File: src/rtl/wk_pkg.sv
package wk_pkg;
    localparam int NUM_DET = 3;
    localparam int NUM_OUT = 4;
    localparam int KIND_W  = 3;

    typedef enum logic [KIND_W-1:0] {
        K_STS   = 3'd0,
        K_DET_A = 3'd1,
        K_DET_B = 3'd2,
        K_DET_C = 3'd3,
        K_R_SMI = 3'd4,
        K_R_IRQ = 3'd5,
        K_R_PUP = 3'd6,
        K_R_PBT = 3'd7
    } kind_e;

    localparam int OUT_SMI = 0;
    localparam int OUT_IRQ = 1;
    localparam int OUT_PUP = 2;
    localparam int OUT_PBT = 3;
endpackage

File: src/rtl/wk_decode.sv
module wk_decode
    import wk_pkg::*;
#(
    parameter int NUM_EVT      = 16,
    parameter int EVT_PER_BANK = 8,
    parameter int BANK_W       = 1,
    parameter int ADDR_W       = KIND_W + BANK_W
) (
    input  logic [ADDR_W-1:0]       reg_addr,
    input  logic                    reg_wr,
    input  logic [EVT_PER_BANK-1:0] reg_wdata,
    output logic [NUM_EVT-1:0]      bank_hit,
    output logic [NUM_EVT-1:0]      wide_data,
    output kind_e                   kind
);
    logic [BANK_W-1:0] bank_sel;

    assign bank_sel = reg_addr[ADDR_W-1:KIND_W];
    assign kind     = kind_e'(reg_addr[KIND_W-1:0]);

    // spread the byte onto every event slot and mark the addressed bank
    for (genvar i = 0; i < NUM_EVT; i++) begin : g_evt
        assign bank_hit[i]  = reg_wr && (bank_sel == BANK_W'(i / EVT_PER_BANK));
        assign wide_data[i] = reg_wdata[i % EVT_PER_BANK];
    end
endmodule

File: src/rtl/wk_regs.sv
module wk_regs
    import wk_pkg::*;
#(
    parameter int NUM_EVT = 16
) (
    input  logic                              clk,
    input  logic                              rst_n,
    input  logic [NUM_EVT-1:0]                evt_pulse,
    input  logic [NUM_EVT-1:0]                bank_hit,
    input  logic [NUM_EVT-1:0]                wide_data,
    input  kind_e                             kind,
    input  logic [NUM_EVT-1:0]                clr_mask,
    output logic [NUM_EVT-1:0]                sts_o,
    output logic [NUM_DET-1:0][NUM_EVT-1:0]   det_o,
    output logic [NUM_OUT-1:0][NUM_EVT-1:0]   rte_o,
    output logic [NUM_EVT-1:0]                det_any_o
);
    typedef struct packed {
        logic [NUM_EVT-1:0]              sts;
        logic [NUM_DET-1:0][NUM_EVT-1:0] det;
        logic [NUM_OUT-1:0][NUM_EVT-1:0] rte;
    } state_t;

    state_t st_d, st_q;
    logic [NUM_EVT-1:0] det_any;

    always_comb begin
        st_d    = st_q;
        det_any = '0;
        for (int k = 0; k < NUM_DET; k++) begin
            det_any = det_any | st_q.det[k];
        end
        // a new event wins over a clear of the same bit
        st_d.sts = (st_q.sts & ~clr_mask) | (evt_pulse & det_any);
        for (int k = 0; k < NUM_DET; k++) begin
            if (int'(kind) == int'(K_DET_A) + k) begin
                st_d.det[k] = (st_q.det[k] & ~bank_hit) | (wide_data & bank_hit);
            end
        end
        for (int o = 0; o < NUM_OUT; o++) begin
            if (int'(kind) == int'(K_R_SMI) + o) begin
                st_d.rte[o] = (st_q.rte[o] & ~bank_hit) | (wide_data & bank_hit);
            end
        end
    end

    always_ff @(posedge clk or negedge rst_n) begin
        if (!rst_n) begin
            st_q <= '0;
        end else begin
            st_q <= st_d;
        end
    end

    assign sts_o     = st_q.sts;
    assign det_o     = st_q.det;
    assign rte_o     = st_q.rte;
    assign det_any_o = det_any;
endmodule

File: src/rtl/wk_route.sv
module wk_route
    import wk_pkg::*;
#(
    parameter int NUM_EVT = 16
) (
    input  logic [NUM_EVT-1:0]              sts,
    input  logic [NUM_OUT-1:0][NUM_EVT-1:0] rte,
    output logic [NUM_OUT-1:0]              wake
);
    for (genvar o = 0; o < NUM_OUT; o++) begin : g_out
        assign wake[o] = |(sts & rte[o]);
    end
endmodule

File: src/rtl/wk_event_router.sv
module wk_event_router
    import wk_pkg::*;
#(
    parameter  int NUM_EVT      = 16,
    parameter  int EVT_PER_BANK = 8,
    localparam int NUM_BANKS    = (NUM_EVT + EVT_PER_BANK - 1) / EVT_PER_BANK,
    localparam int BANK_W       = (NUM_BANKS > 1) ? $clog2(NUM_BANKS) : 1,
    localparam int ADDR_W       = KIND_W + BANK_W
) (
    input  logic                    clk,
    input  logic                    rst_n,
    input  logic [NUM_EVT-1:0]      evt_pulse,
    input  logic [ADDR_W-1:0]       reg_addr,
    input  logic                    reg_wr,
    input  logic [EVT_PER_BANK-1:0] reg_wdata,
    output logic [EVT_PER_BANK-1:0] reg_rdata,
    output logic                    wake_smi,
    output logic                    wake_irq,
    output logic                    wake_pwrup,
    output logic                    wake_pwrbtn
);
    localparam int PAD_W = NUM_BANKS * EVT_PER_BANK;

    logic [NUM_EVT-1:0]              bank_hit;
    logic [NUM_EVT-1:0]              wide_data;
    kind_e                           kind;
    logic [NUM_EVT-1:0]              clr_mask;
    logic [NUM_EVT-1:0]              sts_q;
    logic [NUM_DET-1:0][NUM_EVT-1:0] det_q;
    logic [NUM_OUT-1:0][NUM_EVT-1:0] rte_q;
    logic [NUM_EVT-1:0]              det_any;
    logic [NUM_OUT-1:0]              wake;
    logic [PAD_W-1:0]                rd_vec;
    logic [BANK_W-1:0]               rd_bank;

    wk_decode #(
        .NUM_EVT(NUM_EVT), .EVT_PER_BANK(EVT_PER_BANK), .BANK_W(BANK_W), .ADDR_W(ADDR_W)
    ) u_dec (
        .reg_addr(reg_addr), .reg_wr(reg_wr), .reg_wdata(reg_wdata),
        .bank_hit(bank_hit), .wide_data(wide_data), .kind(kind)
    );

    assign clr_mask = (kind == K_STS) ? (bank_hit & wide_data) : '0;

    wk_regs #(.NUM_EVT(NUM_EVT)) u_regs (
        .clk(clk), .rst_n(rst_n), .evt_pulse(evt_pulse),
        .bank_hit(bank_hit), .wide_data(wide_data), .kind(kind), .clr_mask(clr_mask),
        .sts_o(sts_q), .det_o(det_q), .rte_o(rte_q), .det_any_o(det_any)
    );

    wk_route #(.NUM_EVT(NUM_EVT)) u_route (
        .sts(sts_q), .rte(rte_q), .wake(wake)
    );

    assign wake_smi    = wake[OUT_SMI];
    assign wake_irq    = wake[OUT_IRQ];
    assign wake_pwrup  = wake[OUT_PUP];
    assign wake_pwrbtn = wake[OUT_PBT];

    // read path: pick the register kind, then the addressed bank slice
    assign rd_bank = reg_addr[ADDR_W-1:KIND_W];

    always_comb begin
        rd_vec = '0;
        case (kind)
            K_STS:   rd_vec[NUM_EVT-1:0] = sts_q;
            K_DET_A: rd_vec[NUM_EVT-1:0] = det_q[0];
            K_DET_B: rd_vec[NUM_EVT-1:0] = det_q[1];
            K_DET_C: rd_vec[NUM_EVT-1:0] = det_q[2];
            K_R_SMI: rd_vec[NUM_EVT-1:0] = rte_q[OUT_SMI];
            K_R_IRQ: rd_vec[NUM_EVT-1:0] = rte_q[OUT_IRQ];
            K_R_PUP: rd_vec[NUM_EVT-1:0] = rte_q[OUT_PUP];
            K_R_PBT: rd_vec[NUM_EVT-1:0] = rte_q[OUT_PBT];
            default: rd_vec = '0;
        endcase
        reg_rdata = '0;
        for (int b = 0; b < NUM_BANKS; b++) begin
            if (int'(rd_bank) == b) begin
                reg_rdata = rd_vec[b*EVT_PER_BANK +: EVT_PER_BANK];
            end
        end
    end
endmodule

File: config.mk
export PLATFORM = sky130hd
export DESIGN_NAME = wk_event_router
export DESIGN_NICKNAME = d
export VERILOG_FILES = /design/src/rtl/wk_pkg.sv /design/src/rtl/wk_decode.sv /design/src/rtl/wk_regs.sv /design/src/rtl/wk_route.sv /design/src/rtl/wk_event_router.sv
export SDC_FILE = /design/constraint.sdc
export NUM_CORES = 1
export LEC_CHECK = 0
export BUFFER_PORTS_ARGS = -buffer_cell sky130_fd_sc_hd__buf_2
export CORE_MARGIN = 10
export CORE_UTILIZATION = 62
export DETAILED_ROUTE_END_ITERATION = 12
export GPL_TIMING_DRIVEN = 1
export PLACE_DENSITY = 0.81
export REMOVE_ABC_BUFFERS = 1
export SLEW_MARGIN = 20
export SYNTH_ARGS = -nofsm -noshare
export SYNTH_HDL_FRONTEND = slang
export SYNTH_SLANG_ARGS = --single-unit
File: constraint.sdc
create_clock -name clk -period 3.5 [get_ports clk]
set_input_delay 0.35 -clock clk [delete_from_list [all_inputs] [get_ports clk]]
set_output_delay 0.35 -clock clk [all_outputs]
set_load 0.01 [all_outputs]
* After elaboration in Yosys (flattened, before gate mapping) *
Index checks and enable logic that the tools add are counted.

storage, ports and cells
  input port bits = 31
  flip-flop bits (word level) = 128
  logic and storage cells = 59
  output and inout bits = 12

operators by class
  reductions and logical operators = 7
  bitwise gates (word level) = 27
  muxes and demuxes = 3
  eq/ne operators = 14

operators by type and width
  cell                  number
  $and A16 B16 Y16      14
  $or A16 B16 Y16       10
  $pmux W16 S8          1
  $reduce_or A16 Y1     4
  $not A16 Y16          2
  $eq A3 B3 Y1 const B  8
  $mux W16              1
  $eq A3 B2 Y1 const B  4
  $mux W8               1
  $eq A3 B1 Y1 const B  2
  $logic_not A3 Y1      1
  $logic_and A1 B1 Y1   2
  $not A1 Y1            1

* Depth between registers and ports, before layout *
Gate-level depths: netlist of run 1.

  depth in word-level cells = 7
  depth in mapped cells = 7
  gate-level depth less buffers = 4

* Hierarchy *
A second synthesis of run 1 with hierarchy kept.

second synthesis, totals
  cells, all modules = 686
  area total of the unflattened synthesis = 8,236.6 um2

modules (own cells, without submodules)
  module           instances  cells each  sequential area each (um2)  area an instance (um2)
  wk_regs          1          436         3,203.1                     6,342.3
  wk_event_router  1          179         0.0                         1,312.5
  wk_route         1          36          0.0                         317.8
  wk_decode        1          35          0.0                         264.0

* Worst setup path after synthesis of run 1 *
OpenSTA, ideal clock, no wires.

  path type = input to output
  start = in reg_addr[2]
  end = out reg_rdata[3]
  stages on the path = 7
  slack = 1.665 ns
  data required time = 3.150 ns
  arrival = 1.485 ns
  path through = buf_6 buf_6 buf_12 nor3b_1 a211oi_1 a21oi_1 o31ai_1

on the way
  cells in the longest elaborated chain, start to end = 3
  elaborated cells on any way between the ends = 10
  those cells by class = eq/ne: 7; mux: 2; reduce/logical: 1

ends and longest elaborated chain
  item                                        line                   text
  start: declaration                          wk_event_router.sv:13  input logic [ADDR_W-1:0] reg_addr,
  $eq A3 B3 Y1, or another cell as far along  wk_event_router.sv:65  case (kind)
  $pmux W16 S8 (*)                            wk_event_router.sv:65
  $mux W8 (*)                                 wk_event_router.sv:78  if (int'(rd_bank) == b) begin
  end: declaration                            wk_event_router.sv:16  output logic [EVT_PER_BANK-1:0] reg_rdata,

Mark *: on every way between the ends. The rest lies on a longest branch, timed or not.

* Final worst setup path of run 1 *
  start = in reg_addr[0]
  end = out reg_rdata[1]

The elaborated chain is that of the path after synthesis.

==> impl_results.md, run 1 <==
* Count of cell types in the netlist at 56
* DRC errors left at 0
* CP Cell Sequence: buf_2, nor2_1, a22o_1, nor3_1, o32ai_1, buf_2
* Die Ht at 123 µm
* Slowest-stage cell, CP: nor2_1
* Via/cell ratio at 6.96
* Post-Route WL at 18,200 µm
* Row count at 37
* Total track usage at 0.249
* Pwr dens at 623 nW/µm²
* Post-CTS sizing at 0
* First-pass GRT wire length at 28,700 µm
* Crit Path Max Fanout at 32
* Final setup vio count at 0
* Clock root cell: clkbuf_8
* Layout area overhead at 11.7%
* Path depth of the worst reg2reg path at 2
* Fmax at 0.359 GHz
* Dpl hpwl at 12,400 µm
* Synth async-reset ratio at 1.00
* CTS sink count at 128
* Reg2reg setup slack at 2.35 ns
* CTS tree: built
* Hold Fails Final Rpt at 0
* Die Area at 15,200 µm²
* Vias in the first global route at 4,954
* Max incr delay on CP at 0.82 ns
* N_diodes at 0
* Worst Path Required at 3.15 ns
* Core area at 10,400 µm²
* Post-DR wirelength/cell at 25.5 µm
* Kind of start point of the critical path: input port
* 1st-iter DRT viols at 790
* Initial Util at 0.637
* Die width at 123 µm
* Area contributors post-synth: dfrtp_1 49%, mux2_2 18%, a22o_1 4.8%
* Antenna-violating nets left at 0
* Met3 Use GR at 0.0661
* H-Tree Depth at 4
* Final min period at 2.79 ns
* Clock transition at the registers of the reported paths at 0.06 ns
* Post-Route Skew at 0.00550 ns
* Mapped Avg Cell Area at 12.4 µm²
* Share of layout cells above drive strength 1 at 0.372
* VDD IR max at 468 µV
* Routability Congestion at 0.990
* Worst hold-check path type: input port to flip-flop
* Critical path class: input port to output pin
* Clock buffer depth at 2
* R2R Path End: u_regs.sts_o[4]
* Number of port buffers at 42
* RSZ-0062 raised after global routing: no
* WP data arrival at 2.44 ns
* IO Pins at 43
* Syn. warnings at 0
* Setup TNS at 0 ns
* WHS Endpoint: u_regs.sts_o[9]
* Top FF cell, synth: dfrtp_1
* Run status: finished clean
* CP most frequent cell: buf_2
* CTS buffer count at 17
* Area leader, netlist: dfrtp_1
* Most frequent cells in the layout: 128 x dfrtp_1, 108 x mux2_2, 41 x buf_2, 36 x a22o_1, 28 x nand2_1
* Commonest non-fill, non-tap cell in the layout: dfrtp_1
* Post-synthesis sequential area ratio at 0.485
* Largest net degree at the start of global routing at 75
* Number of synthesized register bits at 128
* Worst Hold Depth at 2
* Vias at 4,967
* Fin. max-slew vios at 0
* Relative max-transition margin at 0.370
* Cell area after synthesis at 6600 µm²
* Grt ovf at 0
* CP Launch Point: reg_addr[0]
* Worst setup EP type: output pin
* Worst-Margin Slew at 0.941 ns
* Fin crit share at 0.796
* Met1 GRT Util at 0.334
* 1st-pass router iterations at 6
* Mapped Cells at 534
* Clock latency on the worst-skew pair at 0.55 ns
* GR Layer Usage met2 at 0.360
* P_leak at 3.09 nW
* Hold path startpoint: evt_pulse[9]
* Most Used Layer, Global Route: met2
* Max-Cap Viols at 0
* Share of the synthesized area in the top cell type at 0.485
* Number of synthesized flops with an enable pin at 0
* Antenna violations before repair at 0
* Post-Route Utilization at 0.711
* Layout Nets at 596
-- synth_stat cells (9+ instances only) --
master / number
o21ai_0: 24
buf_2: 9
or3_1: 19
a221oi_1: 17
a22o_1: 36
clkbuf_1: 10
mux2_2: 108
nor2_1: 9
dfrtp_1: 128
a211oi_1: 10
nand2_1: 28
mux2i_1: 15
-- through the flow --
| stage | instance area (µm²) | hold slack [ns] | power [mW] | setup slack (ns) | instances |
|---|---|---|---|---|---|
| 2_1_floorplan | 6370 | 0.0544 | 2.55 | 1.70 | 500 |
| 3_3_place_gp | 6800 | 0.429 | 2.86 | 0.882 | 681 |
| 3_5_place_dp | 6800 | 0.450 | 2.91 | 0.862 | 681 |
| 4_1_cts | 7370 | 0.0159 | 4.59 | 0.860 | 714 |
| 5_1_grt | 7370 | 0.0325 | 4.76 | 0.731 | 714 |
| 6_report | 7370 | 0.0284 | 4.60 | 0.714 | 714 |
-- what timing repair did --
| action | 4_1_cts | 5_1_grt |
|---|---|---|
| setup endpoints to repair | 0 | 0 |
| setup buffers | 0 | 0 |
| endpoints found under the hold margin | 54 | 0 |
| hold buffers | 1 | 0 |
-- per-layer routing --
metal	part of all wire	routed length, µm	vias to the layer above
li1	-	-	2116
met1	0.41	7410	2485
met2	0.46	8410	303
met3	0.096	1740	63
met4	0.036	658	0
met5	0	0	-
-- worst max-delay path: cells and delay by family --
family,cells,cell delay (ns)
compound gates,2,0.67
simple gates,2,0.88
buf+inv,2,0.52
-- power breakdown --
group | total, mW | internal, mW | switching [mW] | leakage (nW)
Clock | 1.68 | 1.01 | 0.676 | 0.269
Combinational | 0.829 | 0.453 | 0.376 | 1.31
Sequential | 2.09 | 1.79 | 0.295 | 1.52
-- logic make-up (layout without fill, tap and decap cells) --
logic type      count (synthesis)  in the layout  synth area share
compound gates                134            134             0.158
buf+inv                        39             83            0.0377
flops                         128            128             0.485
mux                           129            129             0.222
simple gates                  104            104            0.0978
-- cell type report --
cell class	count	area, µm²
flip-flops and latches	128	3200
multi-input cells	367	3150
well taps	136	170
clock buffers	17	414
clock inverters	15	146
inverters	5	18.8
repair buffers	46	270
fillers	741	3000
-- worst max-delay path by stage --
stage,to,slack (ns)
3_5_place_dp,reg_rdata[4],0.86
4_1_cts,reg_rdata[4],0.86
6_report,reg_rdata[1],0.71
3_3_place_gp,reg_rdata[4],0.88
5_1_grt,reg_rdata[5],0.73
2_1_floorplan,reg_rdata[4],1.70
Note: power is estimated with default switching activity, not from simulation.
==> inputs of run 2 (changes only) <==
--- a/config.mk
+++ b/config.mk
@@ -5,12 +5,13 @@
 export SDC_FILE = /design/constraint.sdc
 export NUM_CORES = 1
 export LEC_CHECK = 0
+export ABC_AREA = 1
 export BUFFER_PORTS_ARGS = -buffer_cell sky130_fd_sc_hd__buf_2
 export CORE_MARGIN = 10
-export CORE_UTILIZATION = 62
+export CORE_UTILIZATION = 55
 export DETAILED_ROUTE_END_ITERATION = 12
 export GPL_TIMING_DRIVEN = 1
-export PLACE_DENSITY = 0.81
+export PLACE_DENSITY = 0.76
 export REMOVE_ABC_BUFFERS = 1
 export SLEW_MARGIN = 20
 export SYNTH_ARGS = -nofsm -noshare
==> constraint.sdc (replaced) <==
create_clock -name clk -period 2.5 [get_ports clk]
set_input_delay 0.25 -clock clk [delete_from_list [all_inputs] [get_ports clk]]
set_output_delay 0.25 -clock clk [all_outputs]
set_load 0.01 [all_outputs]
==> impl_results.md, run 2 <==
* Run status: finished clean
* Total track usage at 0.258
* Reg2reg setup slack at 1.52 ns
* RSZ-0062 raised after global routing: no
* Count of cell types in the netlist at 25
* Most common cell in the netlist: nand2_1
* Hold Fails Final Rpt at 0
* Hold path startpoint: evt_pulse[15]
* Post-Route Utilization at 0.639
* Clock latency on the worst-skew pair at 0.43 ns
* Number of port buffers at 42
* Post-Route WL at 21,500 µm
* Post-CTS sizing at 0
* CTS buffer count at 17
* Antenna violations before repair at 0
* Post-route insts no fill at 1,021
* Synth Area in Simple Gates at 0.302
* Hold Slack at 0.0416 ns
* First-pass GRT wire length at 34,000 µm
* Share of the synthesized area in the top cell type at 0.475
* R2R Path End: u_regs.sts_o[12]
* Worst hold-check path type: input port to flip-flop
* IO Pins at 43
* Clock root cell: clkbuf_16
* Syn. warnings at 0
* Post-DR wirelength/cell at 21.0 µm
* Top FF cell, synth: dfrtp_1
* Layout area overhead at 13.8%
* Worst Hold Depth at 3
* Worst Path Required at 2.25 ns
* Routability Congestion at 0.930
* DRC errors left at 0
* Worst setup EP type: output pin
* Final min period at 2.14 ns
* 1st-iter DRT viols at 848
* 1st-pass router iterations at 6
* Most frequent cells in the layout: 272 x nand2_1, 128 x dfrtp_1, 102 x nand4_1, 88 x o21ai_0, 41 x buf_2
* Row count at 40
* Antenna-violating nets left at 0
* Max-Cap Viols at 0
* Vias in the first global route at 6,415
* Path depth of the worst reg2reg path at 2
* Via/cell ratio at 6.44
* H-Tree Depth at 4
* Setup TNS at 0 ns
* WP data arrival at 1.89 ns
* CP Cell Sequence: nand2_1, nand4_1, nor3_1, nand3_1, buf_2
* Total setup buffers inserted after CTS at 0
* Final setup vio count at 0
* Die Area at 17,100 µm²
* Worst-Margin Slew at 0.738 ns
* Core area at 12,000 µm²
* Fin. max-slew vios at 0
* Compound-cell area share of the yosys netlist at 0.111
* Fill cells at 1,047
* Post-Route Skew at 0.00355 ns
* Commonest non-fill, non-tap cell in the layout: nand2_1
* Dpl hpwl at 14,200 µm
* Die Ht at 131 µm
* Vias at 6,575
* Placed cell count at 988
* Fin crit share at 0.855
* CTS tree: built
* Die width at 131 µm
* Number of synthesized flops with an enable pin at 0
* Area leader, netlist: dfrtp_1
* Slowest-stage cell, CP: dfrtp_1
* Post-synthesis sequential area ratio at 0.475
* Mapped Cells at 831
* Layout Nets at 892
* Bufs and invs on worst path at 1
* Post-Synth Adder-Cell Area at 0
* Max incr delay on CP at 0.47 ns
* Largest net degree at the start of global routing at 67
* Fmax at 0.468 GHz
* P_leak at 3.77 nW
* Relative max-transition margin at 0.508
* Initial Util at 0.561
* Area contributors post-synth: dfrtp_1 48%, nand2_1 15%, nand4_1 9.5%
* CTS sink count at 128
* Clock transition at the registers of the reported paths at 0.05 ns
* WHS Endpoint: u_regs.sts_o[15]
* Mux share of post-synthesis cell area at 0.0568
* VDD IR max at 559 µV
* Mapped Avg Cell Area at 8.11 µm²
* N_diodes at 0
* Clock buffer depth at 2
* Crit Path Max Fanout at 6
* Number of synthesized register bits at 128
* Cell area after synthesis at 6740 µm²
* Grt ovf at 0
* Largest family of logic cells by synthesized area: simple AND/OR/NAND/NOR gates
* Critical path class: flip-flop to output pin
* Share of layout cells above drive strength 1 at 0.160
* Critical path's top delay family: simple AND/OR/NAND/NOR gates
* Kind of start point of the critical path: flip-flop
* Synth async-reset ratio at 1.00
* Post-synthesis xor/xnor area fraction at 0
* Commonest cells post-synth: 272 x nand2_1, 128 x dfrtp_1, 102 x nand4_1
* Pwr dens at 858 nW/µm²
## run 2: routing by layer
layer / track usage / up-vias / part of all wire / wire length (µm)
met5: 0 / - / 0 / 0
li1: - / 2940 / - / -
met2: 0.414 / 436 / 0.47 / 10100
met1: 0.322 / 3137 / 0.40 / 8620
met4: 0.110 / 0 / 0.032 / 692
met3: 0.0693 / 62 / 0.093 / 2000
## run 2: cells by family after synthesis
kind of cell,Yosys count
buf+inv,86
simple gates,446
compound gates,137
flops,128
mux,34
## run 2: how the worst max path moves through the flow
stage,start,end,slack [ns],cells past startpoint
floorplan,reg_addr[2],reg_rdata[0],0.81,6
global route,reg_addr[2],reg_rdata[5],0.30,11
detailed placement,reg_addr[2],reg_rdata[4],0.43,9
finish,u_regs.sts_o[3],wake_pwrbtn,0.36,5
CTS,reg_addr[2],reg_rdata[4],0.45,9
global placement,reg_addr[2],reg_rdata[4],0.46,9
## run 2: layout make-up
cell class / instances / area, µm² / share of cell area
flip-flops and latches: 128 / 3200 / 0.417
multi-input cells: 617 / 3170 / 0.413
clock buffers: 21 / 460 / 0.0600
repair buffers: 59 / 355 / 0.0463
well taps: 147 / 184 / 0.0240
clock inverters: 11 / 161 / 0.0210
inverters: 38 / 143 / 0.0186
## run 2: per-stage QoR
stage	total power, mW	area, µm²	worst slack (ns)
6_report	6.58	7680	0.361
5_1_grt	6.88	7680	0.297
4_1_cts	6.56	7680	0.446
3_5_place_dp	3.95	7040	0.434
3_3_place_gp	3.89	7040	0.456
2_1_floorplan	3.45	6520	0.815
## run 2: repair_timing
item | 4_1_cts | 5_1_grt
endpoints found under the setup margin | 0 | 0
hold endpoints to repair | 43 | 0
hold buffers | 1 | 0
## run 2: tightest hold or removal path, cell delays in order
cell	delay [ns]
buf_2	0.08
o31ai_1	0.05
nand2_1	0.06
## run 2: power by group
group / total [mW] / internal (mW) / switching [mW]
Combinational: 1.11 / 0.448 / 0.660
Clock: 2.62 / 1.71 / 0.911
Sequential: 2.85 / 2.48 / 0.375
